[config.mk]
export PLATFORM = sky130hd
export DESIGN_NAME = dual_reg_file
export DESIGN_NICKNAME = d
export VERILOG_FILES = /design/src/rtl/dual_reg_file_pkg.sv /design/src/rtl/dual_reg_file_ctrl.sv /design/src/rtl/dual_reg_file_dp.sv /design/src/rtl/dual_reg_file.sv
export SDC_FILE = /design/constraint.sdc
export NUM_CORES = 1
export LEC_CHECK = 0
export BUFFER_PORTS_ARGS = -buffer_cell sky130_fd_sc_hd__buf_4
export CORE_MARGIN = 3
export CORE_UTILIZATION = 46
export DETAILED_ROUTE_END_ITERATION = 8
export MAX_ROUTING_LAYER = met4
export PLACE_DENSITY = 0.8
export SLEW_MARGIN = 20
export SYNTH_ARGS = -nofsm -noshare
export SYNTH_HDL_FRONTEND = slang
export SYNTH_SLANG_ARGS = --single-unit
[constraint.sdc]
create_clock -name clk -period 1.72 [get_ports clk]
set_clock_uncertainty 0.2 [all_clocks]
set_input_delay 0 -clock clk [delete_from_list [all_inputs] [get_ports clk]]
set_output_delay 0 -clock clk [all_outputs]
set_load 0.02 [all_outputs]
[src/rtl/dual_reg_file_pkg.sv]
package dual_reg_file_pkg;
  localparam int DATA_W    = 16;
  localparam int REG_COUNT = 2;
  localparam int SEL_W     = $clog2(REG_COUNT);

  // Strobes from the control decoder to the storage datapath
  typedef struct packed {
    logic                 clearAll;
    logic [REG_COUNT-1:0] load;
    logic [SEL_W-1:0]     srcPort0;
    logic [SEL_W-1:0]     srcPort1;
  } rfStrobes_t;
endpackage

[src/rtl/dual_reg_file_ctrl.sv]
module dual_reg_file_ctrl
  import dual_reg_file_pkg::*;
#(
  parameter int NREG = REG_COUNT
) (
  input  logic            rst,
  input  logic [NREG-1:0] wrSel,
  input  logic [NREG-1:0] rdSel,
  output rfStrobes_t      strobes
);
  // Each write-select bit enables one register; reset masks all loads.
  always_comb begin
    strobes.clearAll = rst;
    strobes.load     = rst ? '0 : wrSel;
    strobes.srcPort0 = rdSel[0];
    strobes.srcPort1 = rdSel[NREG-1];
  end
endmodule

[src/rtl/dual_reg_file_dp.sv]
module dual_reg_file_dp
  import dual_reg_file_pkg::*;
#(
  parameter int WIDTH = DATA_W,
  parameter int NREG  = REG_COUNT
) (
  input  logic             clk,
  input  rfStrobes_t       strobes,
  input  logic [WIDTH-1:0] wrData,
  output logic [WIDTH-1:0] rdPort0,
  output logic [WIDTH-1:0] rdPort1,
  output logic             portsEqual,
  output logic [WIDTH-1:0] regView [NREG]
);
  logic [WIDTH-1:0] store [NREG];

  for (genvar i = 0; i < NREG; i++) begin : gReg
    always_ff @(posedge clk) begin
      if (strobes.clearAll)     store[i] <= '0;
      else if (strobes.load[i]) store[i] <= wrData;
    end
    assign regView[i] = store[i];
  end

  always_comb begin
    rdPort0    = store[strobes.srcPort0];
    rdPort1    = store[strobes.srcPort1];
    portsEqual = (rdPort0 == rdPort1);
  end
endmodule

[src/rtl/dual_reg_file.sv]
module dual_reg_file
  import dual_reg_file_pkg::*;
(
  input  logic              clk,
  input  logic              rst,
  input  logic [DATA_W-1:0] wrData,
  input  logic [1:0]        wrSel,
  input  logic [1:0]        rdSel,
  output logic [DATA_W-1:0] rdPort0,
  output logic [DATA_W-1:0] rdPort1,
  output logic              portsEqual,
  output logic [DATA_W-1:0] regZeroView,
  output logic [DATA_W-1:0] regOneView
);
  rfStrobes_t       strobes;
  logic [DATA_W-1:0] views [REG_COUNT];

  dual_reg_file_ctrl #(.NREG(REG_COUNT)) uCtrl (
    .rst(rst), .wrSel(wrSel), .rdSel(rdSel), .strobes(strobes)
  );

  dual_reg_file_dp #(.WIDTH(DATA_W), .NREG(REG_COUNT)) uDp (
    .clk(clk), .strobes(strobes), .wrData(wrData),
    .rdPort0(rdPort0), .rdPort1(rdPort1), .portsEqual(portsEqual),
    .regView(views)
  );

  assign regZeroView = views[0];
  assign regOneView  = views[1];
endmodule

# Yosys cells after proc, flatten, opt, wreduce, memory -nomap -nowiden

Memories as Yosys holds them, arrays and structs flattened.
Index checks and enable logic that the tools add are counted.

Register bits: 0
Latch bits: 0
Memory bits (writable): 32
Bits in read-only memories: 0
Output and inout port bits: 65
Logic and storage cells: 15
Memories: 1

Memory list:

| name      | depth | bits a word | rd ports | clocked after Yosys merged registers in | wr ports | RTL line               | text |
|---|---|---|---|---|---|---|---|
| uDp.store | 2     | 16          | 4        | 0                                       | 2        | dual_reg_file_dp.sv:15 | `logic [WIDTH-1:0] store [NREG];` |

Add/subtract/negate cells: 0
Multiply operators: 0
Divide/modulo/power cells: 0
$lt $le $gt $ge: 0
Eq/ne operators: 1
Shift-type cells: 0
Muxes and demuxes: 11
Bitwise logic cells: 2
Reduce and logical (&&, ||, !) cells: 0

Operators with widths:

| kind                 | number |
|---|---|
| 16-bit 2-to-1 mux    | 2 |
| 16-bit equality test | 1 |
| 1-bit 2-to-1 mux     | 8 |
| 2-bit 2-to-1 mux     | 1 |
| 1-bit OR             | 2 |

# Logic depth before layout (Yosys ltp)

Depth in word-level cells: 5
Gate-level depth with buffers: 4

# Hierarchy

A second synthesis with hierarchy kept.

Cells, all modules: 135
Area total of the unflattened synthesis: 1823.0 um^2

By module, submodules not included:

| module             | instances | cells an instance | area an instance (um^2) | seq. area each (um^2) |
|---|---|---|---|---|
| dual_reg_file_dp   | 1         | 130               | 1788.0                  | 960.9 |
| dual_reg_file_ctrl | 1         | 5                 | 35.0                    | 0.0 |

# Worst setup path before layout

OpenSTA, ideal clock, no wires.

Path type: register -> output
Start: mem uDp.store[0][13] (netlist name)
End: out portsEqual
Data arrival time: 1519 ps
Data required time: 1520 ps
Slack: 1 ps
Cell stages (with the launch flop): 5
Cells stage by stage: edfxtp_1 > xor2_1 > nor4_1 > nand4_1 > a221oi_2

RTL lines:

| element     | RTL line               | text |
|---|---|---|
| from (decl) | dual_reg_file_dp.sv:15 |  |
| to (decl)   | dual_reg_file.sv:11    | `output logic portsEqual,` |

==> flow_results.org <==
** Layout
- Fill cells in the final layout number 235.
- The multi-input combinational cells in the finished layout cover a total of 800 um^2.
- The largest registers in the layout are uDp.store (32).
- For this run, the post-layout net count is 275.
- Layout cell share with drive strength beyond 1 :: 58.3%
- # diodes :: 0
- Compared with the post-synthesis result, the final layout area differs by 59.8%.
- In the final layout, flip-flops and latches occupy 961 um^2.
- Max FFs per register :: 32
- Register name with the most flops :: uDp.store

** Clocking
- TritonCTS clock tree :: yes
- Total clock buffers created by CTS :: 5
- Maximum count of clock buffers along a single path :: 2
- For this design, the sink count on the clock tree is 32.
- Total number of H-tree levels :: 2
- After clock tree synthesis, the clock-pin slew on the worst setup and hold paths is 0.06 ns.
- CTS placed an instance of sky130_fd_sc_hd__clkbuf_8 at the clock tree root.

** Yosys
- Number of distinct library cells after synthesis :: 16
- Flops & latches, synth :: 32
- Counting flops with a built-in enable in the synthesized netlist gives 32.
- Summed over its instances, the top area cell type makes up 53.7% of the synthesized netlist area.
- Counting every net in the synthesized netlist gives 152.
- Count of warnings emitted by yosys :: 0
- Most used flip-flop cell after synthesis :: sky130_fd_sc_hd__edfxtp_1
- Sequential area share after synthesis :: 53.7%
- Ranked by instance count, the synthesized netlist is headed by sky130_fd_sc_hd__and2_1 (32), sky130_fd_sc_hd__edfxtp_1 (32), sky130_fd_sc_hd__mux2_2 (30), sky130_fd_sc_hd__xor2_1 (16), sky130_fd_sc_hd__nor4_1 (3).
- Post-synth ARST share :: 0%
- The cell count after synthesis came out at 130.
- Most area-hungry cell type in the Yosys netlist :: sky130_fd_sc_hd__edfxtp_1
- Synthesized area divided by synthesized cell count :: 13.8 um^2
- Top cells by area in the synthesized netlist :: sky130_fd_sc_hd__edfxtp_1 (54%), sky130_fd_sc_hd__mux2_2 (19%), sky130_fd_sc_hd__and2_1 (11%)
- The cell area that synthesis handed to floorplanning was 1790 um^2.

** Drt
- Via count :: 1,475
- Initial detailed-routing violation count :: 47
- Dividing the detail-routed wire length by the instance count gives 15.6 um.
- For this run, design rule violations remaining after detail routing come to 0.
- Dividing the detail-routed via count by the number of cells gives 4.88.
- Final routed wirelength across all metal layers :: 4.70 mm
- In this run the remaining antenna-violating nets after routing total 0.
- DRT Pass-1 Iters :: 4

** Setup path
- At the worst endpoint, the arrival time is 1.80 ns.
- Crit path launch type :: register
- STA classifies the critical path endpoint as an output port.
- Setup Crit Path Kind :: reg2out
- Along the worst path, the maximum fanout reaches 2.
- Required time of the critical path :: 1.52 ns

** GRT
- For this run, the total global-route usage over all layers was measured as 21.5%.
- The first global-routing pass estimated 6.98 mm of wire.
- After global routing the overflow that remains totals 0.
- The number of global-route vias before repair was 1,513.
- The initial antenna violation count was 0.
- Maximum number of pins on one net before global-route repair :: 18

** STA
- In the post-route analysis, the smallest setup slack over all paths is -0.277 ns.
- Max-slew headroom :: 33.3%
- Worst slew pin tran :: 0.998 ns
- The number of hold violations in the final report came to 0.
- Subtracting the final worst setup slack from the clock period gives 2.00 ns.
- The final max-slew violation count was 0.
- Share of the clock period used by the worst path after layout :: 116%
- Post-Route Hold Slack :: 0.181 ns
- Setup violations remaining at the end of the flow were counted as 1.
- Maximum clock rate :: 501 MHz
- Setup repair after global routing could not meet its margin everywhere.

** Floorplan
- Pin placement for this block handled 87 I/O pins.
- Chip Height :: 68.3 um
- In this run the horizontal extent of the chip is 68.3 um.
- Placeable Area :: 3720 um^2
- The floorplan step defined a die boundary enclosing 4670 um^2.
- The initial utilization of the core area, before any placement, comes to 48.1%.
- Cell row count :: 22

** Placement
- At the end of routability-driven placement, the weighted congestion stood at 0.787.
- DP HPWL :: 3.35 mm
- Port buffering added 86 buffers.
- Post-placement worst setup slack :: -0.0251 ns

** Power
- Summed over all cells, the static leakage comes to 1.34 nW.
- Final Total Pwr :: 2.29 mW
- Power density over cell area :: 801 nW/um^2
- Across the VDD grid, the largest voltage drop is 0.000675 V.

** Worst hold path
- Worst Min Path Start :: wrSel[0]
- Worst hold stages :: 2
- Worst min-delay path endpoint :: uDp.store[0][15]$_SDFFCE_PN0P_
- The min-delay analysis places its worst path in the category in2reg.

** Status
- The checks that failed: setup timing.
- The flow ran to the end, but the final reports show violations.

** Job
- Max-capacitance violation count :: 0
==> cell families after synthesis <==
family,after synthesis,share of synthesized area (%)
buf+inv,6,2.24
simple gates,43,14.8
xor+xnor,16,7.84
mux,32,20.6
flops,32,53.7
compound gates,1,0.840
==> metal layers <==
metal  wire [um]  track usage [%]  up-vias
li1            -                -      707
met1        1750             22.8      691
met2        2630             38.7       62
met3         180             3.12       15
met4         145             10.9        0
met5           0                -        -
==> worst max-delay path by stage <==
| stage | from | to | slack, ns | cells past startpoint |
|---|---|---|---|---|
| 5_1_grt | uDp.store[0][2]$_SDFFCE_PN0P_ | portsEqual | -0.36 | 5 |
| 3_3_place_gp | uDp.store[0][1]$_SDFFCE_PN0P_ | portsEqual | -0.0005 | 5 |
| 6_report | uDp.store[1][3]$_SDFFCE_PN0P_ | portsEqual | -0.28 | 5 |
| 3_5_place_dp | uDp.store[0][13]$_SDFFCE_PN0P_ | portsEqual | -0.03 | 5 |
| 4_1_cts | uDp.store[0][3]$_SDFFCE_PN0P_ | portsEqual | -0.32 | 5 |
| 2_1_floorplan | uDp.store[0][13]$_SDFFCE_PN0P_ | portsEqual | 0.0006 | 4 |
==> stage by stage <==
stage | cell area (um^2) | TNS [ns] | instances | util [%]
floorplan | 1790 | 0 | 130 | -
global placement | 2570 | -0.000461 | 274 | 69.3
detailed placement | 2570 | -0.0251 | 274 | 69.3
CTS | 2840 | -0.319 | 300 | 76.3
global route | 2860 | -0.359 | 302 | 76.9
finish | 2860 | -0.277 | 302 | 76.9
==> critical path, cell delays in order (launching register included) <==
cell and delay [ns]:
sky130_fd_sc_hd__edfxtp_1 0.43, sky130_fd_sc_hd__xor2_1 0.17, sky130_fd_sc_hd__nor4_2 0.30, sky130_fd_sc_hd__nand4_1 0.15
sky130_fd_sc_hd__a221oi_2 0.28, sky130_fd_sc_hd__buf_4 0.19
==> final cells by class <==
type / instances / share of cell area (%)
Clock buffer: 7 / 2.67
Multi-Input combinational cell: 92 / 28.0
Timing Repair Buffer: 122 / 33.5
Clock inverter: 1 / 0.131
Sequential cell: 32 / 33.6
Tap cell: 48 / 2.10
==> power breakdown <==
group	switching (mW)	total [mW]	internal [mW]
logic	0.394	0.783	0.390
registers	0.0514	0.982	0.931
clock network	0.242	0.523	0.281
==> cell usage in the layout, fill, tap and decap left out, types with 2 or more instances in the layout <==
master	instances
sky130_fd_sc_hd__and2_1	32
sky130_fd_sc_hd__buf_4	106
sky130_fd_sc_hd__clkbuf_1	2
sky130_fd_sc_hd__clkbuf_8	5
sky130_fd_sc_hd__dlygate4sd3_1	16
sky130_fd_sc_hd__edfxtp_1	32
sky130_fd_sc_hd__mux2_2	30
sky130_fd_sc_hd__mux2_4	2
sky130_fd_sc_hd__nor2b_1	2
sky130_fd_sc_hd__nor4_2	2
sky130_fd_sc_hd__or2_2	2
sky130_fd_sc_hd__xor2_1	16
==> what timing repair did <==
action	CTS	global route
hold buffers	16	0
cloned	0	0
endpoints found under the setup margin	1	1
hold endpoints to repair	32	0
setup buffers	2	2
gates resized for setup	1	1
pin swaps	1	1
Note: power is estimated with default switching activity, not from simulation.
